<file path="src/rtl/rld_timer_pkg.sv">
package rld_timer_pkg;
  localparam int ADDR_W = 2;
  localparam int SEL_W = 2;
  localparam int NUM_SRC = 1 << SEL_W;

  localparam logic [ADDR_W-1:0] ADDR_MODE = 2'd0;
  localparam logic [ADDR_W-1:0] ADDR_BASE = 2'd1;
  localparam logic [ADDR_W-1:0] ADDR_COUNT = 2'd2;
  localparam logic [ADDR_W-1:0] ADDR_STAT = 2'd3;

  typedef struct packed {
    logic [SEL_W-1:0] sel;
    logic ld;
    logic en;
  } mode_t;

  // Strobes from control to datapath
  typedef struct packed {
    logic loadBase;
    logic dec;
  } cnt_cmd_t;
endpackage

</file>
<file path="src/rtl/rld_timer_ctrl.sv">
module rld_timer_ctrl
  import rld_timer_pkg::*;
#(
  parameter int CNT_W = 8
) (
  input  logic                 clk,
  input  logic                 rstN,
  input  logic                 regWrEn,
  input  logic [ADDR_W-1:0]    regAddr,
  input  logic [CNT_W-1:0]     regWrData,
  output logic [CNT_W-1:0]     regRdData,
  input  logic [NUM_SRC-1:0]   tickIn,
  input  logic [CNT_W-1:0]     cntVal,
  input  logic                 cntZero,
  output cnt_cmd_t             cmd,
  output logic [CNT_W-1:0]     baseVal,
  output mode_t                modeVal,
  output logic                 tickSel,
  output logic                 statFlag,
  output logic                 irqPulse
);
  localparam int MODE_W = $bits(mode_t);
  localparam int PAD_W = CNT_W - MODE_W;

  mode_t modeQ;
  logic [CNT_W-1:0] baseQ;
  logic statQ;
  logic irqQ;
  logic underflow;
  logic modeWr, baseWr, statClr;

  assign modeWr = regWrEn && (regAddr == ADDR_MODE);
  assign baseWr = regWrEn && (regAddr == ADDR_BASE);
  assign statClr = regWrEn && (regAddr == ADDR_STAT) && regWrData[0];

  // Strobe selection, one leg per source
  logic [NUM_SRC-1:0] selHit;
  for (genvar i = 0; i < NUM_SRC; i++) begin : g_src
    assign selHit[i] = tickIn[i] && (modeQ.sel == SEL_W'(i));
  end
  assign tickSel = |selHit;

  always_comb begin
    cmd = '0;
    underflow = 1'b0;
    if (modeQ.ld) begin
      cmd.loadBase = 1'b1;
    end else if (modeQ.en && tickSel) begin
      if (cntZero) begin
        cmd.loadBase = 1'b1;
        underflow = 1'b1;
      end else begin
        cmd.dec = 1'b1;
      end
    end
  end

  always_ff @(posedge clk) begin
    if (!rstN) begin
      modeQ <= '0;
      baseQ <= '0;
      statQ <= 1'b0;
      irqQ <= 1'b0;
    end else begin
      irqQ <= underflow;
      if (underflow) statQ <= 1'b1;
      else if (statClr) statQ <= 1'b0;
      if (baseWr) baseQ <= regWrData;
      if (modeWr) begin
        modeQ.en <= regWrData[0];
        modeQ.ld <= regWrData[1];
        if (!modeQ.en) modeQ.sel <= regWrData[SEL_W+1:2];
      end
    end
  end

  always_comb begin
    unique case (regAddr)
      ADDR_MODE: regRdData = {{PAD_W{1'b0}}, modeQ};
      ADDR_BASE: regRdData = baseQ;
      ADDR_COUNT: regRdData = cntVal;
      default: regRdData = {{(CNT_W-1){1'b0}}, statQ};
    endcase
  end

  assign baseVal = baseQ;
  assign modeVal = modeQ;
  assign statFlag = statQ;
  assign irqPulse = irqQ;
endmodule

</file>
<file path="src/rtl/rld_timer_dpath.sv">
module rld_timer_dpath
  import rld_timer_pkg::*;
#(
  parameter int CNT_W = 8
) (
  input  logic             clk,
  input  logic             rstN,
  input  cnt_cmd_t         cmd,
  input  logic [CNT_W-1:0] baseVal,
  output logic [CNT_W-1:0] cntVal,
  output logic             cntZero
);
  logic [CNT_W-1:0] cntQ;

  always_ff @(posedge clk) begin
    if (!rstN) cntQ <= '0;
    else if (cmd.loadBase) cntQ <= baseVal;
    else if (cmd.dec) cntQ <= cntQ - CNT_W'(1);
  end

  assign cntVal = cntQ;
  assign cntZero = (cntQ == '0);
endmodule

</file>
<file path="src/rtl/rld_timer.sv">
module rld_timer
  import rld_timer_pkg::*;
#(
  parameter int CNT_W = 8
) (
  input  logic               clk,
  input  logic               rstN,
  input  logic               regWrEn,
  input  logic [1:0]         regAddr,
  input  logic [CNT_W-1:0]   regWrData,
  output logic [CNT_W-1:0]   regRdData,
  input  logic [3:0]         tickIn,
  output logic               irqPulse
);
  cnt_cmd_t cmd;
  mode_t modeNow;
  logic [CNT_W-1:0] baseNow, cntNow;
  logic cntZero, tickNow, statNow;

  rld_timer_ctrl #(.CNT_W(CNT_W)) u_ctrl (
    .clk(clk), .rstN(rstN), .regWrEn(regWrEn), .regAddr(regAddr),
    .regWrData(regWrData), .regRdData(regRdData), .tickIn(tickIn),
    .cntVal(cntNow), .cntZero(cntZero), .cmd(cmd), .baseVal(baseNow),
    .modeVal(modeNow), .tickSel(tickNow), .statFlag(statNow),
    .irqPulse(irqPulse)
  );

  rld_timer_dpath #(.CNT_W(CNT_W)) u_dpath (
    .clk(clk), .rstN(rstN), .cmd(cmd), .baseVal(baseNow),
    .cntVal(cntNow), .cntZero(cntZero)
  );
endmodule

</file>
<file path="config.mk">
export PLATFORM = sky130hd
export DESIGN_NAME = rld_timer
export DESIGN_NICKNAME = d
export VERILOG_FILES = /design/src/rtl/rld_timer_pkg.sv /design/src/rtl/rld_timer_ctrl.sv /design/src/rtl/rld_timer_dpath.sv /design/src/rtl/rld_timer.sv
export SDC_FILE = /design/constraint.sdc
export NUM_CORES = 1
export LEC_CHECK = 0
export BUFFER_PORTS_ARGS = -buffer_cell sky130_fd_sc_hd__buf_2
export CORE_UTILIZATION = 40
export CTS_CLUSTER_DIAMETER = 80
export CTS_CLUSTER_SIZE = 12
export DETAILED_ROUTE_END_ITERATION = 6
export PLACE_DENSITY = 0.58
export SLEW_MARGIN = 20
export SYNTH_ARGS = -nofsm -noshare
export SYNTH_HDL_FRONTEND = slang
export SYNTH_SLANG_ARGS = --single-unit
</file>
<file path="constraint.sdc">
create_clock -name clk -period 4.35 [get_ports clk]
set_input_delay 0 -clock clk [delete_from_list [all_inputs] [get_ports clk]]
set_output_delay 0 -clock clk [all_outputs]
set_load 0.02 [all_outputs]
</file>
# Word-level counts from Yosys, hierarchy flattened
# Cells that the tools add are included.
# word_totals
ff_bits	22
output_inout_bits	9
wordCells	43
# classes
add_sub_neg	1
eq_ne	6
muxes	12
bitwise	1
n_reduce_logical	16
# ops
op	count
$pmux W8 S3	1
$mux W8	2
$logic_and A1 B1 Y1	9
$eq A2 B2 Y1 const B	4
$logic_not A8 Y1	1
$mux W1	8
$sub A8 B1 Y8 const B	1
$eq A2 B1 Y1 const B	2
$logic_not A2 Y1	2
$reduce_bool A2 Y1	2
$reduce_or A4 Y1	1
$mux W2	1
$reduce_and A2 Y1	1
$not A1 Y1	1

# Depth between registers and ports, before layout
# logic_depth
depth_word	8
ltp_mapped	8
depth_no_buf	7

# Modules after synthesis
# A second synthesis with hierarchy kept.
# hier_totals
hier_cells	143
area_unflattened_um2	1268.7
# modules_own_cells
module	instances	cells_each	area_per_inst_um2	seq_area_each_um2
rld_timer_ctrl	1	85	788.3	280.3
rld_timer_dpath	1	58	480.5	160.2

# Worst setup path after synthesis
# Ideal clock, no wire load.
# synth_timing
path_kind	flip-flop to flip-flop
from	reg u_dpath.cntQ[2], in the netlist u_dpath.cntVal[2]
to	reg u_dpath.cntQ[5], in the netlist u_dpath.cntVal[5]
t_arrival_ns	1.643
required_ns	4.235
setup_slack_ns	2.592
path_stages_with_launch	7
path_buffers	1
path_cell_list	dfxtp_1 -> or4_4 -> nor3_2 -> buf_6 -> mux2i_1 -> o221ai_1 -> and2_1
# synth_via
elab_chain_cells	5
elab_cells_between_ends	10
# synth_rtl
item	line_no	text
start: declaration	rld_timer_dpath.sv:13	logic [CNT_W-1:0] cntQ;
start signal: assignment	rld_timer_dpath.sv:17	else if (cmd.loadBase) cntQ <= baseVal;
start signal: assignment	rld_timer_dpath.sv:18	else if (cmd.dec) cntQ <= cntQ - CNT_W'(1);
parallel branches: the longest is 5 deep, another holds $sub A8 B1 Y8	-	
# Several ways; the timed one is not identified. The select of a mux whose other input is x is not followed.
# A chain may end at the register's enable or synchronous reset.

# Worst setup path after layout
# Ends and elaborated chain as after synthesis.

==> metrics.md <==
| Metric | Value |
|---|---|
| Status | `finished with violations` |
| Violated checks | `design-rule violations` |
| Nets | `199` |
| Clk root buf | `clkbuf_4` |
| Static Leak | `0.594 nW` |
| CTS H-tree depth | `1` |
| Core region area | `0.00285 mm²` |
| RSZ-0062 raised after global routing | `false` |
| DR pass1 iterations | `6` |
| Syn-to-layout area delta | `20.0%` |
| Slew HR | `0.577` |
| CTS tree | `built` |
| Final core occ | `0.525` |
| Slew Limit Fails | `0` |
| Clock-pin slew on the worst setup and hold paths | `130 ps` |
| Cells after Synth | `149` |
| Clock sink count | `22` |
| Crit-path max cell delay | `560 ps` |
| Final period util | `0.490` |
| Synthesized area per cell | `8.38 µm²` |
| Largest net degree at the start of global routing | `19` |
| Cell breakdown of the critical path | `or4_4 > nor3_2 > mux2i_1 > o221ai_1 > and2_1` |
| Die W | `57.9 µm` |
| Routed length per placed instance | `15.6 µm` |
| Later-pin clock latency in the skew report | `320 ps` |
| Ys flop type | `dfxtp_1` |
| Worst EP arrival | `2360 ps` |
| Synthesized cell area | `0.00125 mm²` |
| Clk_skew | `4.44 ps` |
| DR vias | `1258` |
| Initial DRC Count | `24` |
| Fmax | `469 MHz` |
| Vias per inst | `5.99` |
| Initial antenna violation count | `0` |
| Clock buffer count from CTS | `3` |
| Worst-path fanout max | `11` |
| Port bufs | `25` |
| YS warnings | `0` |
| Global route overflow | `0` |
| EDFF count, synth | `0` |
| Rows | `19` |
| Final WL | `3.28 mm` |
| Chip height | `57.9 µm` |
| Asr flop ratio synth | `0` |
| PwrDens | `267 mW/mm²` |
| WP data required | `4580 ps` |
| Synth cell types | `42` |
| Sequential area share after synthesis | `0.353` |
| Slew @ Worst Pin | `631 ps` |
| Placed wire-length estimate | `2.34 mm` |
| Vias in the first global route | `1165` |
| Max cap viols | `0` |
| Worst Setup Path Type | `flop to flop` |
| Min Tclk post-route | `2130 ps` |
| DRC Markers | `1` |
| CP endpoint kind | `flop` |
| First-pass GRT wire length | `5.49 mm` |
| Final Wtd Congestion | `0.856` |
| CP Launch Type | `flop` |
| Setup TNS | `0 ps` |
| Crit-path slowest cell | `or4_4` |
| Number of setup violations in the final report | `0` |
| Fraction of layout cells with a size suffix above 1 | `0.229` |
| Die area | `0.00335 mm²` |
| Syn Nets | `168` |
| Number of antenna diodes | `0` |
| Initial Utilization | `0.438` |
| Final Hold Violating Endpoints | `0` |
| Number of I/O pins | `26` |
| Post-synthesis register bit count | `22` |
| Hold Crit Class | `primary input to flop` |
| GR Util All Layers | `0.214` |
| Final Hold Slack | `15.7 ps` |
| Longest Clk Path Bufs | `2` |
| Peak VDD IR | `0.163 mV` |
| Final antenna-violating net count | `0` |
==> cells in the mapped netlist, drive strengths merged (2+ instances only) <==
library cell	number	area (µm²)
a21o	2	16.3
a21oi	10	50.1
a22o	4	35.0
a31oi	2	12.5
a32o	2	20.0
clkbuf	7	26.3
dfxtp	22	440
ha	2	25.0
inv	3	11.3
mux2	2	22.5
mux2i	10	100
nand2	22	82.6
nand2b	2	12.5
nand3	10	50.1
nand3b	2	15.0
nand4	3	18.8
nor2	10	37.5
nor2b	3	18.8
nor3	3	20.0
nor3b	2	15.0
nor4	2	12.5
o21ai	6	30.0
o31a	2	18.8
o31ai	2	15.0
or4	3	27.5
==> worst paths after layout <==
path              slack (ps)               from  depth (start not counted)           endpoint
setup reg to reg        2220  u_dpath.cntVal[2]                          5  u_dpath.cntVal[5]
hold reg to reg          490  u_ctrl.baseVal[4]                          2  u_ctrl.baseVal[4]
setup / recovery        2220  u_dpath.cntVal[2]                          5  u_dpath.cntVal[5]
hold / removal            20               rstN                          3  u_dpath.cntVal[1]
==> critical path: cells and delay by family, from the launching register on <==
family	cells	cell delay, ps
compound gates	1	120
flops	1	390
mux	1	260
simple gates	3	1280
==> final cells by class <==
type / instances / area (µm²)
Tap cell: 31 / 38.8
Timing Repair Buffer: 34 / 213
Fill cell: 302 / 1350
Multi-Input combinational cell: 115 / 756
Sequential cell: 22 / 440
Clock buffer: 4 / 36.3
Inverter: 4 / 15.0
==> state kept, by name, indices dropped and copies added (netlist names) <==
register	cells
u_ctrl.modeVal	4
u_ctrl.baseVal	8
u_dpath.cntVal	8
u_ctrl.irqPulse	1
u_ctrl.statFlag	1
==> cells in the final DEF (no fill, tap or decap), types with 2 or more instances in the layout <==
| cell type | synthesis | routed |
|---|---|---|
| nand2b_1 | 2 | 2 |
| dfxtp_1 | 22 | 22 |
| inv_1 | 3 | 3 |
| nand2_1 | 22 | 22 |
| dlygate4sd3_1 | 0 | 8 |
| mux2i_1 | 10 | 10 |
| ha_1 | 2 | 2 |
| buf_2 | 0 | 25 |
| nand4_1 | 3 | 3 |
| nor3b_1 | 2 | 2 |
| a32o_1 | 2 | 2 |
| nand3_1 | 10 | 10 |
| nor3_1 | 2 | 2 |
| a21oi_1 | 10 | 10 |
| nor2_1 | 10 | 10 |
| o31ai_1 | 2 | 2 |
| a31oi_1 | 2 | 2 |
| clkbuf_4 | 0 | 3 |
| nand3b_1 | 2 | 2 |
| o21ai_0 | 6 | 6 |
| a22o_1 | 4 | 4 |
| nor4_1 | 2 | 2 |
| nor2b_1 | 3 | 3 |
==> metal layers <==
metal | up-vias | share of wire | routed length, µm | track usage
li1 | 611 | - | - | -
met1 | 613 | 0.50 | 1630 | 0.297
met3 | 6 | 0.030 | 97 | 0.0246
met2 | 28 | 0.46 | 1500 | 0.338
met5 | - | 0 | 0 | 0
met4 | 0 | 0.017 | 57 | 0.0884
==> metrics by stage <==
stage / cell area (µm²) / cells / power [W] / setup slack [ps]
after floorplan: 1250 / 149 / 0.000259 / 2590
after global placement: 1380 / 198 / 0.000277 / 2300
after detailed placement: 1380 / 198 / 0.000279 / 2230
after CTS: 1500 / 210 / 0.000399 / 2230
after global routing: 1500 / 210 / 0.000419 / 2060
final: 1500 / 210 / 0.000400 / 2220
==> kinds of logic (layout without fill, tap and decap cells) <==
group / Yosys count / after routing / synth area share
buf+inv: 12 / 42 / 0.0421
simple gates: 64 / 64 / 0.260
compound gates: 36 / 36 / 0.209
mux: 13 / 13 / 0.116
flops: 22 / 22 / 0.353
fa+ha+maj: 2 / 2 / 0.0200
==> what timing repair did <==
item | in CTS | in global routing
hold buffers | 8 | 0
setup buffers | 0 | 0
resized for setup | 0 | 0
endpoints found under the hold margin | 12 | 0
==> report_power, final <==
| group | leakage [nW] | total (W) | internal (W) | switching [W] |
|---|---|---|---|---|
| clock | 0.0210 | 0.000120 | 0.0000512 | 0.0000688 |
| combinational | 0.395 | 0.0000660 | 0.0000293 | 0.0000367 |
| sequential | 0.178 | 0.000214 | 0.000207 | 0.00000744 |
| total | 0.594 | 0.000400 | 0.000287 | 0.000113 |
(Power assumes the default switching activity.)
